## src/rtl/tc_victim_pkg.sv

```systemverilog
package tc_victim_pkg;
    localparam int AGE_W = 2;
    typedef logic [AGE_W-1:0] age_t;

    localparam age_t AGE_REUSED    = 2'd3;
    localparam age_t AGE_FIRST     = 2'd1;
    localparam age_t AGE_FIRST_ALT = 2'd0;

    function automatic age_t insert_age(input logic trip, input logic duel,
                                        input logic force_en, input age_t force_age);
        if (force_en)  return force_age;
        if (trip)      return AGE_REUSED;
        if (duel)      return AGE_FIRST_ALT;
        return AGE_FIRST;
    endfunction
endpackage

```

## src/rtl/tc_victim_pick.sv

```systemverilog
module tc_victim_pick
    import tc_victim_pkg::*;
#(
    parameter int WAYS  = 8,
    parameter int IDX_W = $clog2(WAYS)
) (
    input  logic [WAYS-1:0]        vld_i,
    input  age_t [WAYS-1:0]        age_i,
    output logic [IDX_W-1:0]       tgt_o,
    output logic                   evict_o
);
    logic             empty_found;
    logic [IDX_W-1:0] empty_idx;
    logic [IDX_W-1:0] min_idx;
    age_t             min_age;

    always_comb begin
        empty_found = 1'b0;
        empty_idx   = '0;
        for (int i = WAYS - 1; i >= 0; i--) begin
            if (!vld_i[i]) begin
                empty_found = 1'b1;
                empty_idx   = IDX_W'(i);
            end
        end
        min_idx = '0;
        min_age = age_i[0];
        for (int i = 1; i < WAYS; i++) begin
            if (age_i[i] < min_age) begin
                min_age = age_i[i];
                min_idx = IDX_W'(i);
            end
        end
        tgt_o   = empty_found ? empty_idx : min_idx;
        evict_o = !empty_found;
    end
endmodule

```

## src/rtl/tc_victim_rebase.sv

```systemverilog
module tc_victim_rebase
    import tc_victim_pkg::*;
#(
    parameter int WAYS  = 8,
    parameter int IDX_W = $clog2(WAYS)
) (
    input  logic [WAYS-1:0]  vld_i,
    input  age_t [WAYS-1:0]  age_i,
    input  logic [IDX_W-1:0] tgt_i,
    input  logic             evict_i,
    input  age_t             ins_age_i,
    output logic [WAYS-1:0]  vld_o,
    output age_t [WAYS-1:0]  age_o
);
    age_t shift;
    assign shift = evict_i ? age_i[tgt_i] : '0;

    for (genvar g = 0; g < WAYS; g++) begin : g_way
        logic is_tgt;
        assign is_tgt   = (tgt_i == IDX_W'(g));
        assign vld_o[g] = vld_i[g] | is_tgt;
        assign age_o[g] = is_tgt ? ins_age_i
                        : (vld_i[g] ? age_i[g] - shift : age_i[g]);
    end
endmodule

```

## src/rtl/tc_victim_sel.sv

```systemverilog
module tc_victim_sel
    import tc_victim_pkg::*;
#(
    parameter int WAYS  = 8,
    localparam int IDX_W = $clog2(WAYS)
) (
    input  logic             clk,
    input  logic             rst_n,
    input  logic             fill_req,
    input  logic             fill_trip,
    input  logic             fill_force_en,
    input  logic [AGE_W-1:0] fill_force_age,
    input  logic             duel_sel,
    input  logic             hit_req,
    input  logic [IDX_W-1:0] hit_way,
    output logic [IDX_W-1:0] victim_way,
    output logic             victim_valid
);
    typedef struct packed {
        logic [WAYS-1:0]  vld;
        age_t [WAYS-1:0]  age;
        logic [IDX_W-1:0] vway;
        logic             vvalid;
    } state_t;

    state_t s_d, s_q;

    logic [IDX_W-1:0] tgt;
    logic             evict;
    age_t             ins_age;
    logic [WAYS-1:0]  reb_vld;
    age_t [WAYS-1:0]  reb_age;

    assign ins_age = insert_age(fill_trip, duel_sel, fill_force_en, fill_force_age);

    tc_victim_pick #(.WAYS(WAYS), .IDX_W(IDX_W)) pick_i (
        .vld_i  (s_q.vld),
        .age_i  (s_q.age),
        .tgt_o  (tgt),
        .evict_o(evict)
    );

    tc_victim_rebase #(.WAYS(WAYS), .IDX_W(IDX_W)) rebase_i (
        .vld_i    (s_q.vld),
        .age_i    (s_q.age),
        .tgt_i    (tgt),
        .evict_i  (evict),
        .ins_age_i(ins_age),
        .vld_o    (reb_vld),
        .age_o    (reb_age)
    );

    always_comb begin
        s_d        = s_q;
        s_d.vvalid = 1'b0;
        if (hit_req) begin
            s_d.vld[hit_way] = 1'b0;
        end else if (fill_req) begin
            s_d.vld    = reb_vld;
            s_d.age    = reb_age;
            s_d.vway   = tgt;
            s_d.vvalid = evict;
        end
    end

    always_ff @(posedge clk) begin
        if (!rst_n) s_q <= '0;
        else        s_q <= s_d;
    end

    assign victim_way   = s_q.vway;
    assign victim_valid = s_q.vvalid;
endmodule

```

## config.mk

```make
export PLATFORM = sky130hd
export DESIGN_NAME = tc_victim_sel
export DESIGN_NICKNAME = d
export VERILOG_FILES = /design/src/rtl/tc_victim_pkg.sv /design/src/rtl/tc_victim_pick.sv /design/src/rtl/tc_victim_rebase.sv /design/src/rtl/tc_victim_sel.sv
export SDC_FILE = /design/constraint.sdc
export NUM_CORES = 1
export LEC_CHECK = 0
export BUFFER_PORTS_ARGS = -buffer_cell sky130_fd_sc_hd__buf_2
export CORE_ASPECT_RATIO = 0.7
export CORE_MARGIN = 1.5
export CORE_UTILIZATION = 52
export CTS_CLUSTER_SIZE = 20
export DETAILED_ROUTE_END_ITERATION = 7
export PLACE_DENSITY = 0.66
export SLEW_MARGIN = 10
export SYNTH_ARGS = -nofsm -noshare
export SYNTH_HDL_FRONTEND = slang
export SYNTH_SLANG_ARGS = --single-unit
export TNS_END_PERCENT = 5
```

## constraint.sdc

```tcl
create_clock -name clk -period 8.3 [get_ports clk]
set_input_delay 0.83 -clock clk [delete_from_list [all_inputs] [get_ports clk]]
set_output_delay 0.83 -clock clk [all_outputs]
set_load 0.05 [all_outputs]
```

==> impl_metrics.json, run 1 <==
{
  "cp.required_ns": 8.51,
  "synth_compound_area_share_pct": 37.8,
  "routedWlPerCell_um": 19.4,
  "cts_num_sinks": 28,
  "hpwl_mm": 5.89,
  "fillers": 466,
  "io_buffers": 15,
  "netlist.top_cell.by_area": "dfxtp_1",
  "io_pins": 16,
  "crit_buf_inv": 1,
  "fin_worst_skew_ns": 0.00322,
  "wirelength_mm": 7.88,
  "viasPerCell": 6.52,
  "post_cts_resized": 0,
  "grt_pass1_vias": 2416,
  "synth_seq_cells": 28,
  "rsz0062_at_grt": "false",
  "async_flop_share_pct": 0,
  "cp_common_cell": "ha_1",
  "seq_area_frac_synth_pct": 20.6,
  "hp-class": "flop to flop",
  "finalSetupViolCount": 0,
  "core_mm2": 0.00491,
  "cts_tree": "built",
  "synthAdderAreaFrac_pct": 5.99,
  "die_h_um": 63.5,
  "status": "finished clean",
  "start_kind": "flop",
  "drt_iter0_drc": 292,
  "path_delay_family": "compound AO/OA/AOI/OAI gates",
  "yosysMostFrequentCell": "a21oi_1",
  "synth_area_leaders": "dfxtp_1 (21%), a21oi_1 (6.3%), ha_1 (6.0%), xnor3_1 (5.0%), o21ai_0 (4.4%)",
  "worstSetupPathType": "flop to flop",
  "area_growth_pct": 5.25,
  "path_clk_slew_ns": 0.10,
  "power_density_mw_per_mm2": 94.2,
  "synth-simple-area-share_pct": 22.4,
  "synth_fp_nets": 354,
  "start_util_pct": 55.3,
  "cts_setup_buffers": 0,
  "peakVddDrop_mv": 0.0691,
  "timing.fmax_ghz": 0.221,
  "overflow": 0,
  "ys_warn_count": 0,
  "power_uw": 270,
  "drive_gt1_share_pct": 18.1,
  "fin_util_pct": 58.2,
  "num_vias": 2649,
  "antenna_left": 0,
  "cp_cell_sequence": "ha_1 -> ha_1 -> ha_1 -> ha_1 -> ha_1 -> ha_1 -> inv_1 -> ha_1 -> nor4_1 -> a211oi_4 -> a31oi_2 -> a22o_2 -> o221ai_4 -> a21oi_1 -> xnor3_1 -> o32ai_2",
  "synthMuxAreaShare_pct": 2.44,
  "place.gp.congestion": 0.957,
  "drc": 0,
  "dieArea_mm2": 0.00568,
  "antenna_found_initial": 0,
  "slowest_delay_ns": 0.74,
  "clock_tree.root_cell": "clkbuf_8",
  "synthFlopType": "dfxtp_1",
  "cts_buffers": 3,
  "syn_area_per_cell_um2": 8.26,
  "worstMarginPinSlew_ns": 1.07,
  "synth_edf_count": 0,
  "hold_buffers": 0,
  "clock_latency_ns": 0.28,
  "yosys-top-cells-count": "a21oi_1 (34), dfxtp_1 (28), o21ai_0 (24), nor2_1 (22)",
  "num_antenna_cells": 0,
  "end_kind": "flop",
  "rows": 21,
  "clk_path_buf_depth": 2,
  "grt_max_degree": 25,
  "grt_pass1_wl_mm": 12.9,
  "synth_top_cell_area_share_pct": 20.6,
  "p_leak_uw": 0.000950,
  "cap_violations": 0,
  "slew_headroom_pct": 28.6,
  "maxSlewViolCount": 0,
  "cp_max_fo": 15,
  "fin_crit_ns": 4.53,
  "cts_max_level": 1,
  "min_period_over_period_pct": 54.6,
  "synth_top_family_by_area": "compound AO/OA/AOI/OAI gates",
  "ys_types": 72,
  "hold_viol": 0,
  "arrival_ns": 4.74,
  "nets": 363,
  "firstDrtPassIters": 5,
  "synthXorXnorAreaFrac_pct": 5.29,
  "hold_ws_ns": 0.467,
  "cpMaxStageDelayCell": "a31oi_2",
  "syn-instance-count": 329,
  "setup_tns_ns": 0,
  "gr-usage-all-layers_pct": 29.5,
  "netlist_area_mm2": 0.00272,
  "die_x_um": 89.4
}
==> sequential cells by signal, summed over array words and instances, names as in the netlist <==
name,flops
s_q,24
victim_valid,1
victim_way,3
==> worst min-delay path: stages (launching register included) <==
cell and delay, ns:
dfxtp_1 0.33, nand2_1 0.05, a21oi_1 0.05
==> cell usage in the layout (no fill, tap or decap), types with 3 or more instances in the layout <==
master	count
nand3_1	16
o21ai_0	24
nand2b_1	6
nor2b_1	3
a21oi_1	34
mux2i_1	4
a22oi_1	5
o22ai_1	8
xnor3_1	6
inv_1	18
a31oi_1	3
nand4_1	4
a31o_2	3
and2_4	3
ha_1	13
nor4_1	4
nor2_1	22
o21ai_1	11
buf_2	15
clkbuf_8	4
dfxtp_1	28
o31ai_1	3
a22o_1	4
and2_1	3
nand2_1	18
nor3_1	15
==> per-layer routing <==
layer / share of wire [%] / wire (um) / track usage, %
met2: 41 / 3210 / 41.7
met5: 0 / 0 / 0
met1: 50 / 3930 / 45.9
met3: 7.7 / 610 / 5.37
met4: 1.6 / 126 / 5.58
==> worst paths after layout <==
kind / cells after the start / end / from / slack [ns]
worst min register to register: 2 / victim_way[2] / victim_way[2] / 0.47
worst min-delay path: 2 / victim_way[2] / victim_way[2] / 0.47
worst max-delay path: 16 / s_q[5] / s_q[5] / 3.77
worst max register to register: 16 / s_q[5] / s_q[5] / 3.77
==> through the flow <==
stage	area, um^2	worst slack (ns)	std cells
after floorplan	2720	4.48	329
after global placement	2810	3.93	402
after detailed placement	2810	3.89	402
after CTS	2860	3.85	406
after global routing	2860	3.42	406
final	2860	3.77	406
==> kinds of logic after synthesis <==
group | count (synthesis)
AOI/OAI and AO/OA | 136
and+or+nand+nor | 109
buffers and inverters | 30
DFF | 28
adders and majority gates | 13
xor gates and xnor gates | 7
muxes | 6
==> report_power, final <==
group	switching (uW)	internal, uW	leakage, uW
Sequential	3.15	136	0.000226
Clock	46.3	42.6	0.0000288
Combinational	26.5	14.7	0.000695
Total	76.0	194	0.000950
==> area by class of cell <==
type | instances | area (um^2) | share of cell area, %
clock buffers | 4 | 55.1 | 1.92
inverters | 18 | 67.6 | 2.36
multi-input cells | 271 | 2010 | 70.2
flip-flops and latches | 28 | 561 | 19.6
well taps | 69 | 86.3 | 3.02
repair buffers | 16 | 82.6 | 2.89
Power figures use the tool's default switching activity.
==> run 2: changes to the inputs <==
--- a/config.mk
+++ b/config.mk
@@ -5,6 +5,7 @@
 export SDC_FILE = /design/constraint.sdc
 export NUM_CORES = 1
 export LEC_CHECK = 0
+export ABC_AREA = 1
 export BUFFER_PORTS_ARGS = -buffer_cell sky130_fd_sc_hd__buf_2
 export CORE_ASPECT_RATIO = 0.7
 export CORE_MARGIN = 1.5
==> constraint.sdc (replaced) <==
create_clock -name clk -period 4.6 [get_ports clk]
set_input_delay 0.46 -clock clk [delete_from_list [all_inputs] [get_ports clk]]
set_output_delay 0.46 -clock clk [all_outputs]
set_load 0.05 [all_outputs]
==> run 2 against run 1 <==
Fmax rose by 7.6%. Highest routed layer unchanged. Synthesized cell count rose by 25%. Power rose by 140%. Sequential power rose by 80%.
==> impl_metrics.json, run 2 <==
{
  "synth_top_cell_area_share_pct": 22.0,
  "power_uw": 653,
  "viasPerCell": 5.20,
  "place.gp.congestion": 0.986,
  "power_density_mw_per_mm2": 238,
  "min_period_over_period_pct": 91.6,
  "synth_top_family_by_area": "simple AND/OR/NAND/NOR gates",
  "cts_max_level": 1,
  "synth_compound_area_share_pct": 17.2,
  "slowest_delay_ns": 0.38,
  "cp_common_cell": "nand2_2",
  "use_met1_pct": 36.9,
  "path_clk_slew_ns": 0.09,
  "top_usage_layer": "met2",
  "fin_crit_ns": 4.21,
  "worstSetupPathType": "flop to flop",
  "arrival_ns": 4.42,
  "synth_seq_cells": 28,
  "final_cell_mix": "nand2_1 (117), inv_1 (61), a21oi_1 (39)",
  "synth-simple-area-share_pct": 43.0,
  "cts_num_sinks": 28,
  "fillers": 470,
  "dpl.cell_count": 489,
  "synth_fp_nets": 436,
  "rsz0062_at_grt": "false",
  "ys_types": 26,
  "drt_iter0_drc": 146,
  "timing.fmax_ghz": 0.237,
  "num_antenna_cells": 0,
  "area_growth_pct": 7.56,
  "die_x_um": 86.7,
  "seq_area_frac_synth_pct": 22.0,
  "start_util_pct": 53.6,
  "peakVddDrop_mv": 0.104,
  "largest_reg_flops": 24,
  "cp.required_ns": 4.81,
  "grt_pass1_wl_mm": 10.6,
  "synth_edf_count": 0,
  "grt_max_degree": 23,
  "clk_path_buf_depth": 2,
  "drc": 0,
  "setup_tns_ns": 0,
  "io_pins": 16,
  "routedWlPerCell_um": 13.4,
  "num_vias": 2572,
  "drive_gt1_share_pct": 19.0,
  "hold_viol": 0,
  "cp_max_fo": 9,
  "clock_tree.root_cell": "clkbuf_8",
  "clock_latency_ns": 0.28,
  "antenna_left": 0,
  "fin_cells": 495,
  "p_leak_uw": 0.00129,
  "worstMarginPinSlew_ns": 0.975,
  "overflow": 0,
  "ys_warn_count": 0,
  "finalSetupViolCount": 0,
  "start_kind": "flop",
  "end_kind": "flop",
  "yosys-top-cells-count": "nand2_1 (118), inv_1 (61), a21oi_1 (39), nand3_1 (32), dfxtp_1 (28)",
  "synthMuxAreaShare_pct": 0,
  "yosysMostFrequentCell": "nand2_1",
  "synth_area_leaders": "dfxtp_1 (22%), nand2_1 (17%), inv_1 (9.0%), a21oi_1 (7.7%), ha_1 (6.4%)",
  "firstDrtPassIters": 5,
  "core_mm2": 0.00476,
  "cts_tree": "built",
  "async_flop_share_pct": 0,
  "final_common_cell": "nand2_1",
  "synthFlopType": "dfxtp_1",
  "use_met3_pct": 3.89,
  "cts_buffers": 3,
  "largest_register": "s_q",
  "cap_violations": 0,
  "maxSlewViolCount": 0,
  "io_buffers": 15,
  "grt_pass1_vias": 2255,
  "wirelength_mm": 6.61,
  "dpl_cell_area_mm2": 0.00267,
  "fin_worst_skew_ns": 0.00408,
  "die_h_um": 61.6,
  "slew_headroom_pct": 34.3,
  "status": "finished clean",
  "gr-usage-met2_pct": 41.7,
  "hp-class": "input port to flop",
  "nets": 453,
  "hold_ws_ns": 0.474,
  "cpMaxStageDelayCell": "dfxtp_1",
  "netlist.top_cell.by_area": "dfxtp_1",
  "syn_area_per_cell_um2": 6.20,
  "dieArea_mm2": 0.00533,
  "hpwl_mm": 5.11,
  "postLayoutCellArea_mm2": 0.00274,
  "rows": 21,
  "syn-instance-count": 411,
  "netlist_area_mm2": 0.00255,
  "antenna_found_initial": 0,
  "gr-usage-all-layers_pct": 25.8,
  "synthXorXnorAreaFrac_pct": 0,
  "synthAdderAreaFrac_pct": 6.39
}
==> run 2: cell types whose count changed after synthesis, moves of 6 or more <==
cell,before,now
nor3_1,15,2
nand2_1,18,118
xnor3_1,6,0
nand4_1,4,10
inv_1,18,61
nand2b_1,6,0
nor2_2,0,6
nor2_1,22,13
nand2_4,0,6
o22ai_1,8,0
nand2_2,1,22
nand3_1,16,32
==> run 2: worst paths after layout <==
path / cells after the start / from / to / slack [ns]
min reg2reg: 2 / s_q[12] / s_q[12] / 0.50
max reg2reg: 37 / s_q[5] / s_q[17] / 0.39
max: 37 / s_q[5] / s_q[17] / 0.39
min: 3 / rst_n / victim_way[1] / 0.47
==> run 2: layout make-up <==
cell class	instances	area, um^2	area share, %
Multi-Input combinational cell	311	1710	62.3
Sequential cell	28	561	20.5
Inverter	67	254	9.27
Timing Repair Buffer	17	90.1	3.29
Tap cell	69	86.3	3.15
Clock buffer	3	41.3	1.51
==> run 2: per-stage QoR <==
step                utilization (%)  setup WS (ns)
floorplan                         -           1.01
global placement               56.2          0.580
detailed placement             56.2          0.411
CTS                            57.0          0.385
global route                   57.6         0.0115
finish                         57.6          0.388
==> run 2: report_power, final <==
part           switching (uW)  leakage [uW]  internal [uW]  total [uW]
clock                    76.0     0.0000216           59.0         135
combinational             180       0.00104           88.1         268
sequential               3.67      0.000227            246         250
total                     260       0.00129            394         653
==> run 2: cell families (layout without fill, tap and decap cells) <==
kind of cell / after synthesis / in the layout
simple gates: 220 / 221
compound gates: 77 / 77
buf+inv: 73 / 87
flops: 28 / 28
fa+ha+maj: 13 / 13
==> run 2: routing by layer <==
metal / vias to the layer above / part of all wire (%)
met4: 0 / 0.79
met2: 62 / 43
li1: 1360 / -
met1: 1144 / 51
met3: 6 / 5.1
met5: - / 0
==> run 2: timing repair <==
item | 4_1_cts | 5_1_grt
hold buffers | 0 | 0
gates resized for setup | 0 | 1
buffers inserted | 0 | 2
hold endpoints to repair | 0 | 0
endpoints found under the setup margin | 0 | 5
==> run 2: critical path, delay by kind of cell, from the launching register on <==
family / cells / cell delay, ns
adders and majority gates: 1 / 0.31
buffers and inverters: 2 / 0.18
DFF: 1 / 0.38
AOI/OAI and AO/OA: 4 / 0.69
and+or+nand+nor: 30 / 2.55
==> run 3: changes to the inputs <==
--- a/config.mk
+++ b/config.mk
@@ -5,7 +5,6 @@
 export SDC_FILE = /design/constraint.sdc
 export NUM_CORES = 1
 export LEC_CHECK = 0
-export ABC_AREA = 1
 export BUFFER_PORTS_ARGS = -buffer_cell sky130_fd_sc_hd__buf_2
 export CORE_ASPECT_RATIO = 0.7
 export CORE_MARGIN = 1.5
==> run 3 against run 2 <==
Clock skew rose by 0.0011 ns. Die area rose by 6.4%. Critical path depth fell by 20. Fmax fell by 0.69%. Power fell by 26%. Final cell count fell by 17%. Non-clock buffer count rose by 6. Critical path type unchanged. Critical endpoint is now s_q[5].
==> impl_metrics.json, run 3 (synthesis results as in run 1) <==
{
  "status": "finished clean",
  "power_frac_comb_pct": 15.7,
  "antenna_found_initial": 0,
  "antenna_left": 0,
  "min_period_over_period_pct": 92.2,
  "wirelength_mm": 8.06,
  "clock_tree.root_cell": "clkbuf_8",
  "largest_register": "s_q",
  "area_growth_pct": 7.41,
  "firstDrtPassIters": 5,
  "cp_max_fo": 9,
  "timing.fmax_ghz": 0.236,
  "hold_buffers": 0,
  "start_util_pct": 55.3,
  "maxSlewViolCount": 0,
  "viasPerCell": 6.43,
  "clk_path_buf_depth": 2,
  "cp.required_ns": 4.80,
  "io_pins": 16,
  "cts_tree": "built",
  "drive_gt1_share_pct": 20.1,
  "core_mm2": 0.00491,
  "switching_share_pct": 27.6,
  "peakVddDrop_mv": 0.108,
  "cts_num_sinks": 28,
  "clock_latency_ns": 0.28,
  "grt_pass1_wl_mm": 13.1,
  "die_x_um": 89.4,
  "fillers": 465,
  "grt_max_degree": 25,
  "num_vias": 2654,
  "fin_crit_ns": 4.24,
  "finalSetupViolCount": 0,
  "die_h_um": 63.5,
  "arrival_ns": 4.44,
  "overflow": 0,
  "p_leak_uw": 0.000985,
  "cts_max_level": 1,
  "rsz0062_at_grt": "false",
  "cap_violations": 0,
  "end_kind": "flop",
  "grt_pass1_vias": 2443,
  "p_int_uw": 350,
  "setup_slack_ns": 0.359,
  "dieArea_mm2": 0.00568,
  "nets": 370,
  "gr-usage-all-layers_pct": 29.9,
  "largest_reg_flops": 24,
  "num_antenna_cells": 0,
  "hpwl_mm": 6.19,
  "rows": 21,
  "io_buffers": 15,
  "place.gp.congestion": 1.00,
  "place_ws_ns": 0.329,
  "final_cell_mix": "a21oi_1 (34), dfxtp_1 (28), o21ai_0 (24)",
  "routedWlPerCell_um": 19.5,
  "p_switching_uw": 134,
  "drc": 0,
  "worstSetupPathType": "flop to flop",
  "hp-class": "flop to flop",
  "final_common_cell": "a21oi_1",
  "cts_buffers": 3,
  "power_density_mw_per_mm2": 166,
  "r2r_setup_slack_ns": 0.36,
  "drt_iter0_drc": 249,
  "start_kind": "flop",
  "fin_worst_skew_ns": 0.00518,
  "worstMarginPinSlew_ns": 0.899,
  "setup_tns_ns": 0,
  "pwr-share-seq_pct": 52.0,
  "slew_headroom_pct": 38.3,
  "path_clk_slew_ns": 0.10,
  "hold_viol": 0,
  "clkPwrFrac_pct": 32.3
}
==> run 3: cell types whose count changed in the layout (fill, tap and decap cells not counted), moves of 6 or more <==
cell | before | now
nand2_2 | 23 | 1
nand2b_1 | 0 | 6
o22ai_1 | 0 | 8
nor2_2 | 6 | 0
nand4_1 | 10 | 4
xnor3_1 | 0 | 6
nor2_1 | 13 | 22
nand2_1 | 117 | 18
nor3_1 | 2 | 15
nand2_4 | 6 | 0
inv_1 | 61 | 18
buf_4 | 2 | 8
nand3_1 | 32 | 16
==> run 3: area by class of cell <==
cell class	count	area [um^2]	share of cell area, %
multi-input cells	271	2010	69.0
flip-flops and latches	28	561	19.2
repair buffers	23	135	4.63
well taps	69	86.3	2.96
inverters	18	67.6	2.31
clock buffers	4	55.1	1.89
==> run 3: path summary, 6_finish.rpt <==
path	startpoint	to	depth (start not counted)
min reg2reg	victim_way[1]	victim_way[1]	2
max reg2reg	s_q[7]	s_q[5]	17
min	victim_way[1]	victim_way[1]	2
max	s_q[7]	s_q[5]	17
==> run 3: power groups by stage <==
| stage | Combinational, uW | Clock [uW] | Sequential (uW) |
|---|---|---|---|
| final | 75.8 | 156 | 251 |
| after detailed placement | 74.2 | 0 | 257 |
| after global placement | 73.9 | 0 | 257 |
| after floorplan | 51.4 | 0 | 257 |
| after CTS | 74.3 | 165 | 251 |
| after global routing | 82.1 | 170 | 252 |
==> run 3: through the flow <==
stage | area, um^2 | total power [uW] | std cells | hold slack (ns) | util, %
floorplan | 2720 | 308 | 329 | 0.472 | -
global placement | 2860 | 331 | 409 | 0.440 | 58.2
detailed placement | 2860 | 331 | 409 | 0.448 | 58.2
CTS | 2910 | 491 | 413 | 0.465 | 59.3
global route | 2920 | 504 | 413 | 0.501 | 59.4
finish | 2920 | 484 | 413 | 0.461 | 59.4
==> run 3: metal layers <==
metal  track usage (%)  up-vias  routed length [um]
met5                 0        -                   0
met4              6.54        0                  68
met3              4.46        9                 689
met2              41.1      140                3310
met1              47.9     1226                4000
li1                  -     1279                   -
==> run 3: what timing repair did <==
action	4_1_cts	5_1_grt
gates resized for setup	0	1
setup buffers	0	0
endpoints found under the setup margin	0	1
==> run 3: critical path: stages, from the launching register on <==
cell       delay, ns
dfxtp_1         0.45
ha_1            0.23
ha_1            0.18
ha_1            0.20
ha_1            0.21
ha_1            0.19
ha_1            0.14
inv_1           0.04
ha_1            0.23
a2111oi_2       0.46
a211oi_4        0.11
o211a_4         0.22
and2_4          0.18
a2111oi_2       0.39
o21a_2          0.29
nor2_8          0.09
xnor3_1         0.34
o32ai_2         0.20
